### config.mk
export PLATFORM = sky130hd
export DESIGN_NAME = calset_select
export DESIGN_NICKNAME = d
export VERILOG_FILES = /design/src/rtl/calset_pkg.sv /design/src/rtl/calset_ctrl.sv /design/src/rtl/calset_cycler.sv /design/src/rtl/calset_chmux.sv /design/src/rtl/calset_select.sv
export SDC_FILE = /design/constraint.sdc
export NUM_CORES = 1
export LEC_CHECK = 0
export BUFFER_PORTS_ARGS = -buffer_cell sky130_fd_sc_hd__buf_2
export CORE_AREA = 2 2 186 188
export CTS_CLUSTER_DIAMETER = 40
export DETAILED_ROUTE_END_ITERATION = 12
export DIE_AREA = 0 0 188 190
export PLACE_DENSITY = 0.61
export SKIP_CTS_REPAIR_TIMING = 1
export SKIP_LAST_GASP = 1
export SYNTH_ARGS = -nofsm -noshare
export SYNTH_HDL_FRONTEND = slang
export SYNTH_SLANG_ARGS = --single-unit
### constraint.sdc
create_clock -name clk -period 1.7 [get_ports clk]
set_input_delay 0.17 -clock clk [delete_from_list [all_inputs] [get_ports clk]]
set_output_delay 0.17 -clock clk [all_outputs]
set_load 0.005 [all_outputs]
### src/rtl/calset_pkg.sv
package calset_pkg;
  typedef enum logic [1:0] {
    SEL_SLOT_A = 2'b00,
    SEL_SLOT_B = 2'b01,
    SEL_SLOT_C = 2'b10,
    SEL_RSVD   = 2'b11
  } slot_sel_e;

  // Packed in read-back order: {err, sel, rotate, shared}
  typedef struct packed {
    logic      err;
    slot_sel_e sel;
    logic      rotate;
    logic      shared;
  } ctrl_t;

  localparam int SHARED_BIT = 0;
  localparam int ROTATE_BIT = 1;
  localparam int SEL_LSB    = 2;
  localparam int ERR_BIT    = 4;
  localparam int NUM_SLOTS  = 3;
endpackage

### src/rtl/calset_ctrl.sv
module calset_ctrl
  import calset_pkg::*;
#(
  parameter int             AW       = 8,
  parameter logic [AW-1:0]  CFG_ADDR = 8'h23
) (
  input  logic          clk,
  input  logic          rst,
  input  logic          cfg_we,
  input  logic [AW-1:0] cfg_addr,
  input  logic [7:0]    cfg_wdata,
  output ctrl_t         ctrl_q,
  output logic          rotate_start,
  output logic [7:0]    rdata
);
  logic      hit;
  slot_sel_e wsel;
  logic      unused_wbits;

  assign hit          = cfg_we && (cfg_addr == CFG_ADDR);
  assign wsel         = slot_sel_e'(cfg_wdata[SEL_LSB +: 2]);
  assign unused_wbits = ^cfg_wdata[7:5];

  always_ff @(posedge clk) begin
    if (rst) begin
      ctrl_q <= '0;
    end else if (hit) begin
      ctrl_q.shared <= cfg_wdata[SHARED_BIT];
      ctrl_q.rotate <= cfg_wdata[ROTATE_BIT];
      if (wsel != SEL_RSVD) ctrl_q.sel <= wsel;
      if (wsel == SEL_RSVD) ctrl_q.err <= 1'b1;
      else if (cfg_wdata[ERR_BIT]) ctrl_q.err <= 1'b0;
    end
  end

  assign rotate_start = hit && cfg_wdata[ROTATE_BIT] && !ctrl_q.rotate;
  assign rdata        = {3'b000, ctrl_q};
endmodule

### src/rtl/calset_cycler.sv
module calset_cycler
  import calset_pkg::*;
#(
  parameter int PW = 2
) (
  input  logic          clk,
  input  logic          rst,
  input  logic          restart,
  input  logic          step_en,
  input  logic          line_sync,
  output logic [PW-1:0] ptr
);
  localparam logic [PW-1:0] LAST = PW'(NUM_SLOTS - 1);

  always_ff @(posedge clk) begin
    if (rst || restart) begin
      ptr <= '0;
    end else if (line_sync && step_en) begin
      ptr <= (ptr == LAST) ? '0 : ptr + PW'(1);
    end
  end
endmodule

### src/rtl/calset_chmux.sv
module calset_chmux #(
  parameter int NCH  = 9,
  parameter int AGW  = 8,
  parameter int DGW  = 9,
  parameter int OW   = 8,
  parameter int IDXW = 4,
  parameter int CH   = 0
) (
  input  logic              clk,
  input  logic              rst,
  input  logic              shared,
  input  logic [IDXW-1:0]   shared_idx,
  input  logic [NCH*AGW-1:0] ana_in,
  input  logic [NCH*DGW-1:0] dig_in,
  input  logic [NCH*OW-1:0]  ofs_in,
  output logic [AGW-1:0]    ana_out,
  output logic [DGW-1:0]    dig_out,
  output logic [OW-1:0]     ofs_out
);
  logic [IDXW-1:0] sel;
  assign sel = shared ? shared_idx : IDXW'(CH);

  // One index drives all three members so they switch together
  always_ff @(posedge clk) begin
    if (rst) begin
      ana_out <= '0;
      dig_out <= '0;
      ofs_out <= '0;
    end else begin
      ana_out <= ana_in[int'(sel)*AGW +: AGW];
      dig_out <= dig_in[int'(sel)*DGW +: DGW];
      ofs_out <= ofs_in[int'(sel)*OW  +: OW];
    end
  end
endmodule

### src/rtl/calset_select.sv
module calset_select
  import calset_pkg::*;
#(
  parameter int            NCH      = 9,
  parameter int            AGW      = 8,
  parameter int            DGW      = 9,
  parameter int            OW       = 8,
  parameter int            AW       = 8,
  parameter logic [AW-1:0] CFG_ADDR = 8'h23
) (
  input  logic               clk,
  input  logic               rst,
  input  logic               cfg_we,
  input  logic [AW-1:0]      cfg_addr,
  input  logic [7:0]         cfg_wdata,
  output logic [7:0]         cfg_rdata,
  input  logic               line_sync,
  input  logic [NCH*AGW-1:0] ana_gain_in,
  input  logic [NCH*DGW-1:0] dig_gain_in,
  input  logic [NCH*OW-1:0]  ofs_in,
  output logic [NCH*AGW-1:0] ana_gain_out,
  output logic [NCH*DGW-1:0] dig_gain_out,
  output logic [NCH*OW-1:0]  ofs_out
);
  localparam int              IDXW = $clog2(NCH);
  localparam int              PW   = 2;
  localparam logic [IDXW-1:0] BASE = IDXW'(NCH - NUM_SLOTS);

  ctrl_t           ctrl_q;
  logic            rotate_start;
  logic [PW-1:0]   ptr;
  logic [PW-1:0]   slot;
  logic [IDXW-1:0] shared_idx;

  calset_ctrl #(.AW(AW), .CFG_ADDR(CFG_ADDR)) u_ctrl (
    .clk          (clk),
    .rst          (rst),
    .cfg_we       (cfg_we),
    .cfg_addr     (cfg_addr),
    .cfg_wdata    (cfg_wdata),
    .ctrl_q       (ctrl_q),
    .rotate_start (rotate_start),
    .rdata        (cfg_rdata)
  );

  calset_cycler #(.PW(PW)) u_cyc (
    .clk       (clk),
    .rst       (rst),
    .restart   (rotate_start),
    .step_en   (ctrl_q.shared && ctrl_q.rotate),
    .line_sync (line_sync),
    .ptr       (ptr)
  );

  assign slot       = ctrl_q.rotate ? ptr : PW'(ctrl_q.sel);
  assign shared_idx = BASE + IDXW'(slot);

  for (genvar g = 0; g < NCH; g++) begin : g_ch
    calset_chmux #(
      .NCH(NCH), .AGW(AGW), .DGW(DGW), .OW(OW), .IDXW(IDXW), .CH(g)
    ) u_mux (
      .clk        (clk),
      .rst        (rst),
      .shared     (ctrl_q.shared),
      .shared_idx (shared_idx),
      .ana_in     (ana_gain_in),
      .dig_in     (dig_gain_in),
      .ofs_in     (ofs_in),
      .ana_out    (ana_gain_out[g*AGW +: AGW]),
      .dig_out    (dig_gain_out[g*DGW +: DGW]),
      .ofs_out    (ofs_out[g*OW +: OW])
    );
  end
endmodule

==> results of run 1 <==
## area by class of cell
| type | count | area [µm²] |
|---|---|---|
| fill | 3072 | 16700 |
| timing repair buffer | 755 | 5500 |
| multi-input combinational | 813 | 5210 |
| sequential | 232 | 4650 |
| clock buffer | 50 | 1080 |
| tap | 455 | 569 |
| clock inverter | 16 | 188 |
| inverter | 3 | 13.8 |
| antenna | 1 | 2.50 |
## layer usage
metal | vias up | wire length (µm) | track usage (%)
met5 | - | 0 | 0
met4 | 0 | 1580 | 9.06
met3 | 101 | 3770 | 5.64
met2 | 663 | 23700 | 39.4
met1 | 5744 | 18400 | 26.8
li1 | 5609 | - | -
## flip-flops by register name, summed over array words and instances, names as in the netlist
name and flops:
g_ch.u_mux.dig_out 81, g_ch.u_mux.ana_out 72, g_ch.u_mux.ofs_out 72, u_ctrl.ctrl_q 5
u_cyc.ptr 2
## synth_stat cells, drive strengths merged (2+ instances only)
library cell  instances  area, µm²
a21boi               21        158
a21o                 58        435
a21oi               113        577
a221oi               10       87.6
a22oi                25        188
a2bb2oi               2       17.5
a31oi                37        231
a32oi                70        613
and3                 21        131
buf                  27        175
clkbuf               74        278
dfxtp               232       4640
inv                   3       11.3
mux2                  6       71.3
mux2i                27        274
nand2               202        771
nand3                59        295
nand3b                2       15.0
nor2                 13       53.8
nor3                  3       15.0
o21ai               130        651
o221a                 2       22.5
or3b                  2       20.0
## final timing paths
kind / slack, ps / to / startpoint
max: -150 / g_ch[1].u_mux.dig_out[6] / u_ctrl.ctrl_q[1]
min: -20 / g_ch[0].u_mux.dig_out[2] / dig_gain_in[2]
max reg2reg: -150 / g_ch[1].u_mux.dig_out[6] / u_ctrl.ctrl_q[1]
min reg2reg: 490 / u_ctrl.ctrl_q[4] / u_ctrl.ctrl_q[4]
## logic make-up after synthesis
family,count (synthesis),synth area share (%)
mux,33,3.53
buf+inv,104,4.74
flops,232,47.4
simple gates,307,13.7
other cells,1,0.0383
compound gates,469,30.6
## metrics by stage
step / cell area, µm² / utilization [%] / setup slack, ps / total power [mW] / instances
global route: 17200 / 50.7 / -201 / 15.9 / 2325
CTS: 14700 / 43.2 / -244 / 15.1 / 2137
floorplan: 9850 / - / -22.1 / 6.47 / 1148
detailed placement: 13400 / 39.5 / -235 / 7.35 / 2071
global placement: 13400 / 39.5 / -235 / 7.34 / 2071
finish: 17200 / 50.7 / -151 / 15.3 / 2325
## power groups by stage
stage	logic, mW	registers, mW	clock network (mW)
floorplan	0.483	5.99	0
CTS	1.40	5.85	7.84
global placement	1.38	5.96	0
finish	1.78	5.84	7.71
global route	1.92	5.86	8.07
detailed placement	1.40	5.95	0
## worst min-delay path, delay by kind of cell
kind | cells | cell delay [ps]
buffers and inverters | 1 | 80
AOI/OAI and AO/OA | 2 | 230
==> impl_metrics.json, run 1 <==
{
  "grt_overflow": 0,
  "max-slew-margin-rel_pct": 63.9,
  "die_x_um": 188,
  "drv_cap": 0,
  "max_slew.worst_pin.slew_ps": 542,
  "rows": 68,
  "ir_drop_mv": 0.788,
  "max_stage_delay_ps": 400,
  "rsz0062_at_grt": "yes",
  "ant_nets": 0,
  "final_common_cell": "buf_2",
  "end_kind": "flip-flop",
  "pwr-share-clk_pct": 50.3,
  "yosysWarnings": 0,
  "cts_root_buf": "clkbuf_16",
  "final_cell_mix": "buf_2 (470), dfxtp_1 (228), nand2_1 (185)",
  "via_per_inst": 5.21,
  "path_buf_inv": 2,
  "cts_tree": "built",
  "dieHeight_um": 190,
  "avgSynthCellArea_um2": 8.54,
  "first_pass_iters": 7,
  "synth-seq-cells": 232,
  "num_io_pins": 478,
  "violations": "hold timing, setup timing",
  "grt_max_degree": 85,
  "gp_congestion": 0.901,
  "finalCriticalPeriod_ps": 1850,
  "crit_top_cell": "buf_12",
  "crit_fanout": 12,
  "synth_flop_cell": "dfxtp_1",
  "hold_path_class": "in2reg",
  "dieArea_um2": 35700,
  "synthArstFlopShare_pct": 0,
  "status": "finished with violations",
  "cpMaxStageDelayCell": "mux2_4",
  "grt_pass1_wl_um": 62800,
  "antenna_found_initial": 2,
  "total_leakage_power_nw": 8.14,
  "route.detailed.drc": 0,
  "ys_types": 42,
  "fin_ws_ps": -151,
  "cp.depth": 6,
  "p_switching_mw": 3.70,
  "crit_arrival_ps": 2250,
  "synth_edf_count": 0,
  "swShare_pct": 24.1,
  "intPower_mw": 11.6,
  "min_period_over_period_pct": 109,
  "crit_type": "reg2reg",
  "whs_path_depth": 3,
  "worstPathCellList": "mux2_4 -> buf_12 -> nor2_4 -> buf_12 -> mux2i_2 -> a32oi_1",
  "critPathLaunchType": "flip-flop",
  "syn_inst": 1146,
  "crit_family": "multiplexers",
  "wirelength_um": 47400,
  "cts_buffer_depth": 3,
  "num_vias": 12117,
  "clk-insertion-delay-late_ps": 540,
  "hold_viol": 1,
  "setup_violations": 130,
  "dp_hpwl_um": 31500,
  "first_global_vias": 10950,
  "slew_violations": 0,
  "cellPowerDensity_nw_per_um2": 891,
  "io_buffers": 471,
  "clk_pin_slew_ps": 50,
  "core_area_um2": 33900,
  "finalSetupTns_ps": -6400,
  "drtIter0Drc": 861,
  "fin_hold_ws_ps": -15.8,
  "start_util_pct": 28.8,
  "netlist_area_um2": 9790,
  "area_growth_pct": 75.9,
  "ys_seq_area_share_pct": 47.4,
  "grt.total_usage_pct": 22.7,
  "numCtsBuffers": 37,
  "p_seq_share_pct": 38.1,
  "final_nets": 2087,
  "cts.htree.levels": 2,
  "cts.sinks": 232,
  "drive_above_1_share_pct": 41.4,
  "cp.required_ps": 2100,
  "comb_power_share_pct": 11.6,
  "clock_skew_ps": 16.1,
  "max_clock_freq_mhz": 540,
  "wl_per_cell_um": 20.4,
  "reg2reg_depth": 6
}
Power figures use the tool's default switching activity.
==> inputs of run 2 (changes only) <==
--- a/config.mk
+++ b/config.mk
@@ -5,12 +5,13 @@
 export SDC_FILE = /design/constraint.sdc
 export NUM_CORES = 1
 export LEC_CHECK = 0
+export ABC_AREA = 1
 export BUFFER_PORTS_ARGS = -buffer_cell sky130_fd_sc_hd__buf_2
 export CORE_AREA = 2 2 186 188
 export CTS_CLUSTER_DIAMETER = 40
 export DETAILED_ROUTE_END_ITERATION = 12
 export DIE_AREA = 0 0 188 190
-export PLACE_DENSITY = 0.61
+export PLACE_DENSITY = 0.67
 export SKIP_CTS_REPAIR_TIMING = 1
 export SKIP_LAST_GASP = 1
 export SYNTH_ARGS = -nofsm -noshare
==> impl_metrics.json, run 2 <==
{
  "crit_fanout": 7,
  "largestRegisters": "g_ch.u_mux.dig_out: 81 flops, g_ch.u_mux.ana_out: 72 flops, g_ch.u_mux.ofs_out: 72 flops",
  "hold_path_class": "in2reg",
  "dieArea_um2": 35700,
  "ys_seq_area_share_pct": 40.0,
  "grt_max_degree": 53,
  "clock_skew_ps": 15.9,
  "core_area_um2": 33900,
  "gp_congestion": 0.922,
  "cts_buffer_depth": 3,
  "synth.most_common_cell": "nand2_1",
  "ir_drop_mv": 0.597,
  "synth_area_leader_cell": "dfxtp_1",
  "final_common_cell": "nand2_1",
  "grt.total_usage_pct": 28.1,
  "dpl.cell_count": 2712,
  "synth_flop_cell": "dfxtp_1",
  "grt_overflow": 0,
  "start_util_pct": 34.2,
  "crit_type": "reg2reg",
  "netlist_area_um2": 11600,
  "synth.top_cell.area_share_pct": 40.0,
  "cts_tree": "built",
  "final_nets": 2610,
  "cellPowerDensity_nw_per_um2": 881,
  "drv_cap": 0,
  "rsz0062_at_grt": "yes",
  "hold_viol": 7,
  "final_cell_mix": "nand2_1 (487), buf_2 (470), nand3_1 (260)",
  "multi_input_area_um2": 5960,
  "cts_root_buf": "clkbuf_16",
  "power.total_mw": 16.0,
  "io_buffers": 471,
  "synth_area_leaders": "dfxtp_1 (40%), nand2_1 (16%), nand3_1 (12%)",
  "drive_above_1_share_pct": 34.4,
  "wl_per_cell_um": 19.1,
  "regArea_um2": 4650,
  "yosysWarnings": 0,
  "dieHeight_um": 190,
  "synth_common_cells": "nand2_1 (504), nand3_1 (275), dfxtp_1 (232), a21oi_1 (217), inv_1 (195)",
  "wirelength_um": 54500,
  "status": "finished with violations",
  "num_io_pins": 478,
  "utilization_pct": 53.5,
  "rows": 68,
  "fillCellCount": 3307,
  "numCtsBuffers": 43,
  "antenna_found_initial": 6,
  "cts.htree.levels": 2,
  "cp.required_ps": 2100,
  "first_global_vias": 13841,
  "via_per_inst": 5.26,
  "fin_ws_ps": -23.7,
  "synthArstFlopShare_pct": 0,
  "dp_hpwl_um": 39500,
  "crit_arrival_ps": 2130,
  "min_period_over_period_pct": 101,
  "finalCriticalPeriod_ps": 1720,
  "stdcell_count": 2854,
  "synth_edf_count": 0,
  "total_leakage_power_nw": 10.2,
  "ant_nets": 0,
  "route.detailed.drc": 0,
  "end_kind": "flip-flop",
  "max_clock_freq_mhz": 580,
  "die_x_um": 188,
  "synth-seq-cells": 232,
  "largest_register_ffs": 81,
  "finalSetupTns_ps": -153,
  "syn_inst": 1742,
  "first_pass_iters": 6,
  "area_growth_pct": 56.6,
  "num_vias": 15018,
  "slew_violations": 0,
  "fin_hold_ws_ps": -64.7,
  "clk_pin_slew_ps": 50,
  "setup_violations": 13,
  "grt_pass1_wl_um": 78600,
  "top_register": "g_ch.u_mux.dig_out",
  "clk-insertion-delay-late_ps": 530,
  "ys_types": 26,
  "violations": "hold timing, setup timing",
  "critPathLaunchType": "flip-flop",
  "cts.sinks": 232,
  "avgSynthCellArea_um2": 6.66,
  "drtIter0Drc": 1402
}
[run 2: final timing paths]
kind | slack (ps) | startpoint | to | cells after the start
setup / recovery | -20 | u_ctrl.ctrl_q[1] | g_ch[4].u_mux.dig_out[7] | 12
hold reg to reg | 490 | u_ctrl.ctrl_q[4] | u_ctrl.ctrl_q[4] | 2
hold / removal | -60 | cfg_wdata[0] | u_ctrl.ctrl_q[0] | 3
setup reg to reg | -20 | u_ctrl.ctrl_q[1] | g_ch[4].u_mux.dig_out[7] | 12
[run 2: worst max-delay path, stage by stage (launching register included)]
cell and delay (ps):
dfxtp_4 390, inv_4 50, nand2_1 90, nand2_2 110, nand2_8 140, clkinv_8 80
buf_12 140, buf_4 140, nand3_1 90, buf_6 160, nand2_1 70, nand2_1 70
a21oi_2 50
[run 2: logic make-up after synthesis]
group           after synthesis  synth area share (%)
flops                       232                  40.0
other cells                   1                0.0323
buf+inv                     333                  11.7
simple gates                903                  35.7
compound gates              273                  12.5
[run 2: final cells by class]
cell class | count | share of cell area (%)
Clock buffer | 49 | 6.39
Inverter | 199 | 4.21
Antenna cell | 4 | 0.0551
Sequential cell | 232 | 25.6
Timing Repair Buffer | 709 | 26.4
Multi-Input combinational cell | 1180 | 32.8
Tap cell | 455 | 3.13
Clock inverter | 26 | 1.39
[run 2: per-layer routing]
metal / wire length [µm] / vias to the layer above / global-route usage [%]
met5: 13 / - / 0
met4: 2160 / 2 / 12.7
met3: 5210 / 169 / 6.05
met2: 25000 / 966 / 45.3
met1: 22100 / 6911 / 35.9
li1: - / 6970 / -
[run 2: metrics by stage]
step | setup WS [ps] | instance area (µm²) | hold WS (ps)
2_1_floorplan | 183 | 11600 | 314
3_3_place_gp | -302 | 15600 | 444
3_5_place_dp | -321 | 15600 | 443
4_1_cts | -357 | 17100 | -113
5_1_grt | -101 | 18200 | 2.56
6_report | -23.7 | 18200 | -64.7
[run 2: where the power goes]
part	switching [mW]	internal, mW
combinational	0.934	0.815
clock	3.12	5.29
sequential	0.107	5.74
